`src/rtl/hs_io_pkg.sv`:
```
package hs_io_pkg;

   typedef enum logic [1:0] {
      IN_IDLE  = 2'd0,
      IN_READY = 2'd1,
      IN_TAKEN = 2'd2
   } in_phase_t;

   typedef enum logic [1:0] {
      OUT_IDLE = 2'd0,
      OUT_REQ  = 2'd1,
      OUT_DONE = 2'd2
   } out_phase_t;

   // register map
   localparam logic [1:0] A_STATUS = 2'd0;
   localparam logic [1:0] A_IN     = 2'd1;
   localparam logic [1:0] A_OUT    = 2'd2;
   localparam logic [1:0] A_CMD    = 2'd3;

   // status and command bit positions
   localparam int ST_IN_AVAIL  = 0;
   localparam int ST_OUT_READY = 1;
   localparam int ST_OVERRUN   = 2;
   localparam int CM_TAKE      = 0;
   localparam int CM_CLR_OVR   = 1;
   localparam int STATUS_W     = 3;

endpackage

```
`src/rtl/hs_sync.sv`:
```
module hs_sync #(
   parameter int STAGES = 2
) (
   input  logic clk,
   input  logic rst_n,
   input  logic d,
   output logic q
);
   generate
      if (STAGES < 2) begin : g_bad
         $error("hs_sync: STAGES must be at least 2");
      end
   endgenerate

   logic [STAGES-1:0] chain;

   always_ff @(posedge clk or negedge rst_n) begin
      if (!rst_n) chain <= '0;
      else        chain <= {chain[STAGES-2:0], d};
   end

   assign q = chain[STAGES-1];
endmodule

```
`src/rtl/hs_in_chan.sv`:
```
module hs_in_chan
   import hs_io_pkg::*;
#(
   parameter int DATA_W = 8
) (
   input  logic              clk,
   input  logic              rst_n,
   input  logic              req_s,
   input  logic [DATA_W-1:0] pin_data,
   input  logic              take,
   output logic              ack,
   output logic              avail,
   output logic [DATA_W-1:0] hold
);
   in_phase_t phase;

   always_ff @(posedge clk or negedge rst_n) begin
      if (!rst_n) begin
         phase <= IN_IDLE;
         hold  <= '0;
      end else begin
         unique case (phase)
            IN_IDLE: if (req_s) begin
               hold  <= pin_data;
               phase <= IN_READY;
            end
            IN_READY: if (take) phase <= IN_TAKEN;
            IN_TAKEN: if (!req_s) phase <= IN_IDLE;
            default:  phase <= IN_IDLE;
         endcase
      end
   end

   assign ack   = (phase == IN_TAKEN);
   assign avail = (phase == IN_READY);
endmodule

```
`src/rtl/hs_out_chan.sv`:
```
module hs_out_chan
   import hs_io_pkg::*;
#(
   parameter int DATA_W = 8
) (
   input  logic              clk,
   input  logic              rst_n,
   input  logic              wr,
   input  logic [DATA_W-1:0] wdata,
   input  logic              ack_s,
   output logic              req,
   output logic [DATA_W-1:0] pout_data,
   output logic              ready,
   output logic              reject
);
   out_phase_t phase;

   always_ff @(posedge clk or negedge rst_n) begin
      if (!rst_n) begin
         phase     <= OUT_IDLE;
         pout_data <= '0;
      end else begin
         unique case (phase)
            OUT_IDLE: if (wr) begin
               pout_data <= wdata;
               phase     <= OUT_REQ;
            end
            OUT_REQ:  if (ack_s)  phase <= OUT_DONE;
            OUT_DONE: if (!ack_s) phase <= OUT_IDLE;
            default:  phase <= OUT_IDLE;
         endcase
      end
   end

   assign req    = (phase == OUT_REQ);
   assign ready  = (phase == OUT_IDLE);
   assign reject = wr && (phase != OUT_IDLE);
endmodule

```
`src/rtl/hs_io_port.sv`:
```
module hs_io_port
   import hs_io_pkg::*;
#(
   parameter int DATA_W      = 8,
   parameter int SYNC_STAGES = 2,
   parameter bit OUT_READBACK = 1'b1
) (
   input  logic              clk,
   input  logic              rst_n,
   input  logic [1:0]        cpu_addr,
   input  logic              cpu_wr,
   input  logic [DATA_W-1:0] cpu_wdata,
   output logic [DATA_W-1:0] cpu_rdata,
   input  logic              p_in_req,
   input  logic [DATA_W-1:0] p_in_data,
   output logic              p_in_ack,
   output logic              p_out_req,
   output logic [DATA_W-1:0] p_out_data,
   input  logic              p_out_ack
);
   localparam int PAD_W = DATA_W - STATUS_W;

   generate
      if (DATA_W < STATUS_W) begin : g_bad_w
         $error("hs_io_port: DATA_W too narrow for status");
      end
      if (SYNC_STAGES < 2) begin : g_bad_s
         $error("hs_io_port: SYNC_STAGES must be at least 2");
      end
   endgenerate

   logic              in_req_s, out_ack_s;
   logic              in_avail, out_ready, out_reject;
   logic              take_cmd, clr_ovr, out_wr;
   logic              overrun;
   logic [DATA_W-1:0] in_hold;
   logic [DATA_W-1:0] out_rb;
   logic [STATUS_W-1:0] status_w;

   hs_sync #(.STAGES(SYNC_STAGES)) u_sync_in  (.clk(clk), .rst_n(rst_n), .d(p_in_req),  .q(in_req_s));
   hs_sync #(.STAGES(SYNC_STAGES)) u_sync_out (.clk(clk), .rst_n(rst_n), .d(p_out_ack), .q(out_ack_s));

   assign take_cmd = cpu_wr && (cpu_addr == A_CMD) && cpu_wdata[CM_TAKE];
   assign clr_ovr  = cpu_wr && (cpu_addr == A_CMD) && cpu_wdata[CM_CLR_OVR];
   assign out_wr   = cpu_wr && (cpu_addr == A_OUT);

   hs_in_chan #(.DATA_W(DATA_W)) u_in (
      .clk(clk), .rst_n(rst_n), .req_s(in_req_s), .pin_data(p_in_data),
      .take(take_cmd), .ack(p_in_ack), .avail(in_avail), .hold(in_hold)
   );

   hs_out_chan #(.DATA_W(DATA_W)) u_out (
      .clk(clk), .rst_n(rst_n), .wr(out_wr), .wdata(cpu_wdata),
      .ack_s(out_ack_s), .req(p_out_req), .pout_data(p_out_data),
      .ready(out_ready), .reject(out_reject)
   );

   // sticky overrun: a rejected write wins over a clear in the same cycle
   always_ff @(posedge clk or negedge rst_n) begin
      if (!rst_n)          overrun <= 1'b0;
      else if (out_reject) overrun <= 1'b1;
      else if (clr_ovr)    overrun <= 1'b0;
   end

   always_comb begin
      status_w = '0;
      status_w[ST_IN_AVAIL]  = in_avail;
      status_w[ST_OUT_READY] = out_ready;
      status_w[ST_OVERRUN]   = overrun;
   end

   generate
      if (OUT_READBACK) begin : g_rb
         assign out_rb = p_out_data;
      end else begin : g_norb
         assign out_rb = '0;
      end
   endgenerate

   always_comb begin
      unique case (cpu_addr)
         A_STATUS: cpu_rdata = {{PAD_W{1'b0}}, status_w};
         A_IN:     cpu_rdata = in_hold;
         A_OUT:    cpu_rdata = out_rb;
         default:  cpu_rdata = '0;
      endcase
   end
endmodule

```
`config.mk`:
```
export PLATFORM = sky130hd
export DESIGN_NAME = hs_io_port
export DESIGN_NICKNAME = d
export VERILOG_FILES = /design/src/rtl/hs_io_pkg.sv /design/src/rtl/hs_sync.sv /design/src/rtl/hs_in_chan.sv /design/src/rtl/hs_out_chan.sv /design/src/rtl/hs_io_port.sv
export SDC_FILE = /design/constraint.sdc
export NUM_CORES = 1
export LEC_CHECK = 0
export BUFFER_PORTS_ARGS = -buffer_cell sky130_fd_sc_hd__buf_4
export CAP_MARGIN = 20
export CORE_ASPECT_RATIO = 1.4
export CORE_MARGIN = 8
export CORE_UTILIZATION = 42
export DETAILED_ROUTE_END_ITERATION = 8
export GPL_ROUTABILITY_DRIVEN = 0
export PLACE_DENSITY = 0.73
export SLEW_MARGIN = 30
export SYNTH_ARGS = -nofsm -noshare
export SYNTH_HDL_FRONTEND = slang
export SYNTH_HIERARCHICAL = 1
export SYNTH_SLANG_ARGS = --single-unit
```
`constraint.sdc`:
```
create_clock -name clk -period 1.2 [get_ports clk]
set_input_delay 0.12 -clock clk [delete_from_list [all_inputs] [get_ports clk]]
set_output_delay 0.12 -clock clk [all_outputs]
set_load 0.005 [all_outputs]
```
==> impl_metrics.tcl <==
set metrics [dict create \
    core_area_um2 2532 \
    cts_root_buf "clkbuf_4" \
    cts_sinks 25 \
    finalInstanceArea_um2 1797 \
    setup_viol 23 \
    grt_max_degree 26 \
    start_kind "flop" \
    drv_slew 0 \
    fill_cells 206 \
    min_from "cpu_wdata[6]" \
    finClkSkew_ns 0.008572 \
    ys_async_sr_fraction_pct 100.0 \
    grt_pass1_wl_um 4905 \
    place_area_um2 1514 \
    synth_cell_types 19 \
    hold_path_class "input pin to flop" \
    fin_ws_ns -0.2785 \
    worstPathArrival_ns 1.36 \
    port_buffers 40 \
    drtIter0Drc 7 \
    viasPerCell 4.849 \
    avgSynthCellArea_um2 14.04 \
    antenna_found_initial 0 \
    post-route-min-period_ns 1.479 \
    timing.rr.start "u_out/phase[0]" \
    dieWidth_um 58.88 \
    track_usage_pct 13.78 \
    path_class "flop to primary output" \
    cts-buffers-inserted 3 \
    cts_max_path_buffers 2 \
    insertedDiodeCount 0 \
    syn_to_final_growth_pct 66.20 \
    required_ns 1.08 \
    synth_nets 100 \
    grt_setup_unrepaired "true" \
    dieArea_um2 4476 \
    htreeDepth 1 \
    grt.overflow.total 0 \
    top_usage_layer "met2" \
    synth_top_area_share_pct 57.87 \
    power.density_nw_per_um2 1390 \
    initial_core_util_pct 42.69 \
    grt_util_met3_pct 4.223 \
    rows 22 \
    hold_viol 0 \
    yosysMostFrequentCell "dfrtp_1" \
    clk_pin_slew_ns 0.14 \
    synthCells 77 \
    drc 0 \
    hold_depth 2 \
    r2r_cells 4 \
    max_freq_ghz 0.6764 \
    synth_edf_count 0 \
    hold_ws_ns 0.03073 \
    violations "negative setup slack" \
    place_hpwl_um 2090 \
    grt_use_met1_pct 15.13 \
    max-vdd-ir-drop_mv 1.255 \
    drt_wl_total_um 3039 \
    cts_tree "yes" \
    pin_count 41 \
    slew_headroom_pct 72.66 \
    synthTopCellsByCount "dfrtp_1, mux2_2, a22o_1" \
    die_h_um 76.03 \
    ant_nets 0 \
    wl_per_cell_um 16.34 \
    grt_pass1_vias 998 \
    maxCapViolCount 0 \
    via_count 902 \
    synth_seq_area_share_pct 57.87 \
    clock_latency_ns 0.31 \
    yosysWarnings 6 \
    fin_tns_setup_ns -3.303 \
    ys_ff_latch 25 \
    crit_start "u_in/phase[0]" \
    drtPass1Iterations 4 \
    syn-cell-area_um2 1081 \
    synth_top_cell_by_area "dfrtp_1" \
    worstMarginPinSlew_ns 0.4083 \
    synthTopCellsByArea "dfrtp_1, mux2_2, a22o_1, nor3b_4, nor2b_1" \
    period_share_pct 123.2 \
    grt_use_met2_pct 24.23 \
    drive_gt1_share_pct 63.33 \
    layout.nets 174 \
    ys.flop_type "dfrtp_1" \
    cp_max_fo 2 \
    outcome "finished with violations" \
    critPathCaptureType "primary output" \
    p_leak_nw 0.8882 \
]
==> cells in the final DEF, fill, tap and decap left out <==
master / n
clkbuf_1: 1
buf_4: 55
nor2_4: 1
and2b_1: 2
a211oi_1: 1
nor2b_1: 1
mux2i_1: 3
nand4_1: 1
mux2_2: 6
nand2_1: 2
clkbuf_4: 3
dfrtp_1: 25
o2bb2ai_1: 3
nor2_1: 2
dlygate4sd3_1: 3
nand2b_1: 1
a21o_1: 1
nor3b_4: 2
nor2b_2: 2
a22o_1: 6
o21a_1: 1
or2b_1: 1
nor2b_4: 2
nor2_2: 1
buf_6: 13
a21oi_1: 1
mux2_4: 10
==> per-stage QoR <==
| step | std cells | power, mW | util [%] | setup WS, ns |
|---|---|---|---|---|
| floorplan | 77 | 1.477 | - | -0.05679 |
| global placement | 164 | 1.849 | 59.78 | -0.04999 |
| detailed placement | 164 | 1.879 | 59.78 | -0.09181 |
| CTS | 180 | 2.419 | 68.43 | -0.2230 |
| global route | 186 | 2.621 | 70.95 | -0.3263 |
| finish | 186 | 2.497 | 70.95 | -0.2785 |
==> cell families after synthesis <==
| family | after synthesis | share of synthesized area [%] |
|---|---|---|
| AO/OA/AOI/OAI | 13 | 9.839 |
| buffers and inverters | 2 | 1.157 |
| flip-flops | 25 | 57.87 |
| multiplexers | 19 | 19.44 |
| AND/OR/NAND/NOR | 18 | 11.69 |
==> final timing paths <==
path | to | slack (ns)
setup / recovery | cpu_rdata[0] | -0.28
hold / removal | u_out/pout_data[6] | 0.03
setup reg to reg | u_out/pout_data[5] | -0.18
hold reg to reg | u_sync_in/chain[1] | 0.36
max in group asynchronous | u_out/pout_data[4] | 0.73
min in group asynchronous | u_in/hold[2] | 0.23
==> worst max-delay path, stage by stage (launching register included) <==
cell and delay, ns:
dfrtp_1 0.43, buf_6 0.13, nor2b_4 0.12, mux2i_1 0.15
o2bb2ai_1 0.10, buf_4 0.14
==> final cells by class <==
| class | count | area, µm² | area share, % |
|---|---|---|---|
| multi-input combinational | 50 | 510.5 | 28.41 |
| sequential | 25 | 625.6 | 34.82 |
| tap | 36 | 45.04 | 2.507 |
| clock buffer | 4 | 26.28 | 1.462 |
| timing repair buffer | 71 | 589.3 | 32.80 |
==> routing by layer <==
metal,wire (µm),vias up,share of wire (%)
li1,-,424,-
met1,1147,457,38
met2,1701,19,56
met3,166,2,5.5
met4,24,0,0.79
met5,0,-,0
==> what timing repair did <==
item / 4_1_cts / 5_1_grt
gates resized for setup: 26 / 5
hold buffers: 3 / 0
endpoints found under the hold margin: 27 / 0
pin swaps: 4 / 3
buffers inserted: 9 / 6
endpoints found under the setup margin: 26 / 26
==> flip-flops by register name (all words and copies together), names as in the netlist <==
name / cells
u_out/phase: 2
u_in/hold: 8
u_in/phase: 2
overrun: 1
u_sync_out/chain: 2
u_sync_in/chain: 2
u_out/pout_data: 8
==> where the power goes <==
| part | switching (mW) | internal (mW) |
|---|---|---|
| Clock | 0.239 | 0.130 |
| Sequential | 0.138 | 1.05 |
| Combinational | 0.297 | 0.647 |
| Total | 0.674 | 1.82 |
(Power assumes the default switching activity.)
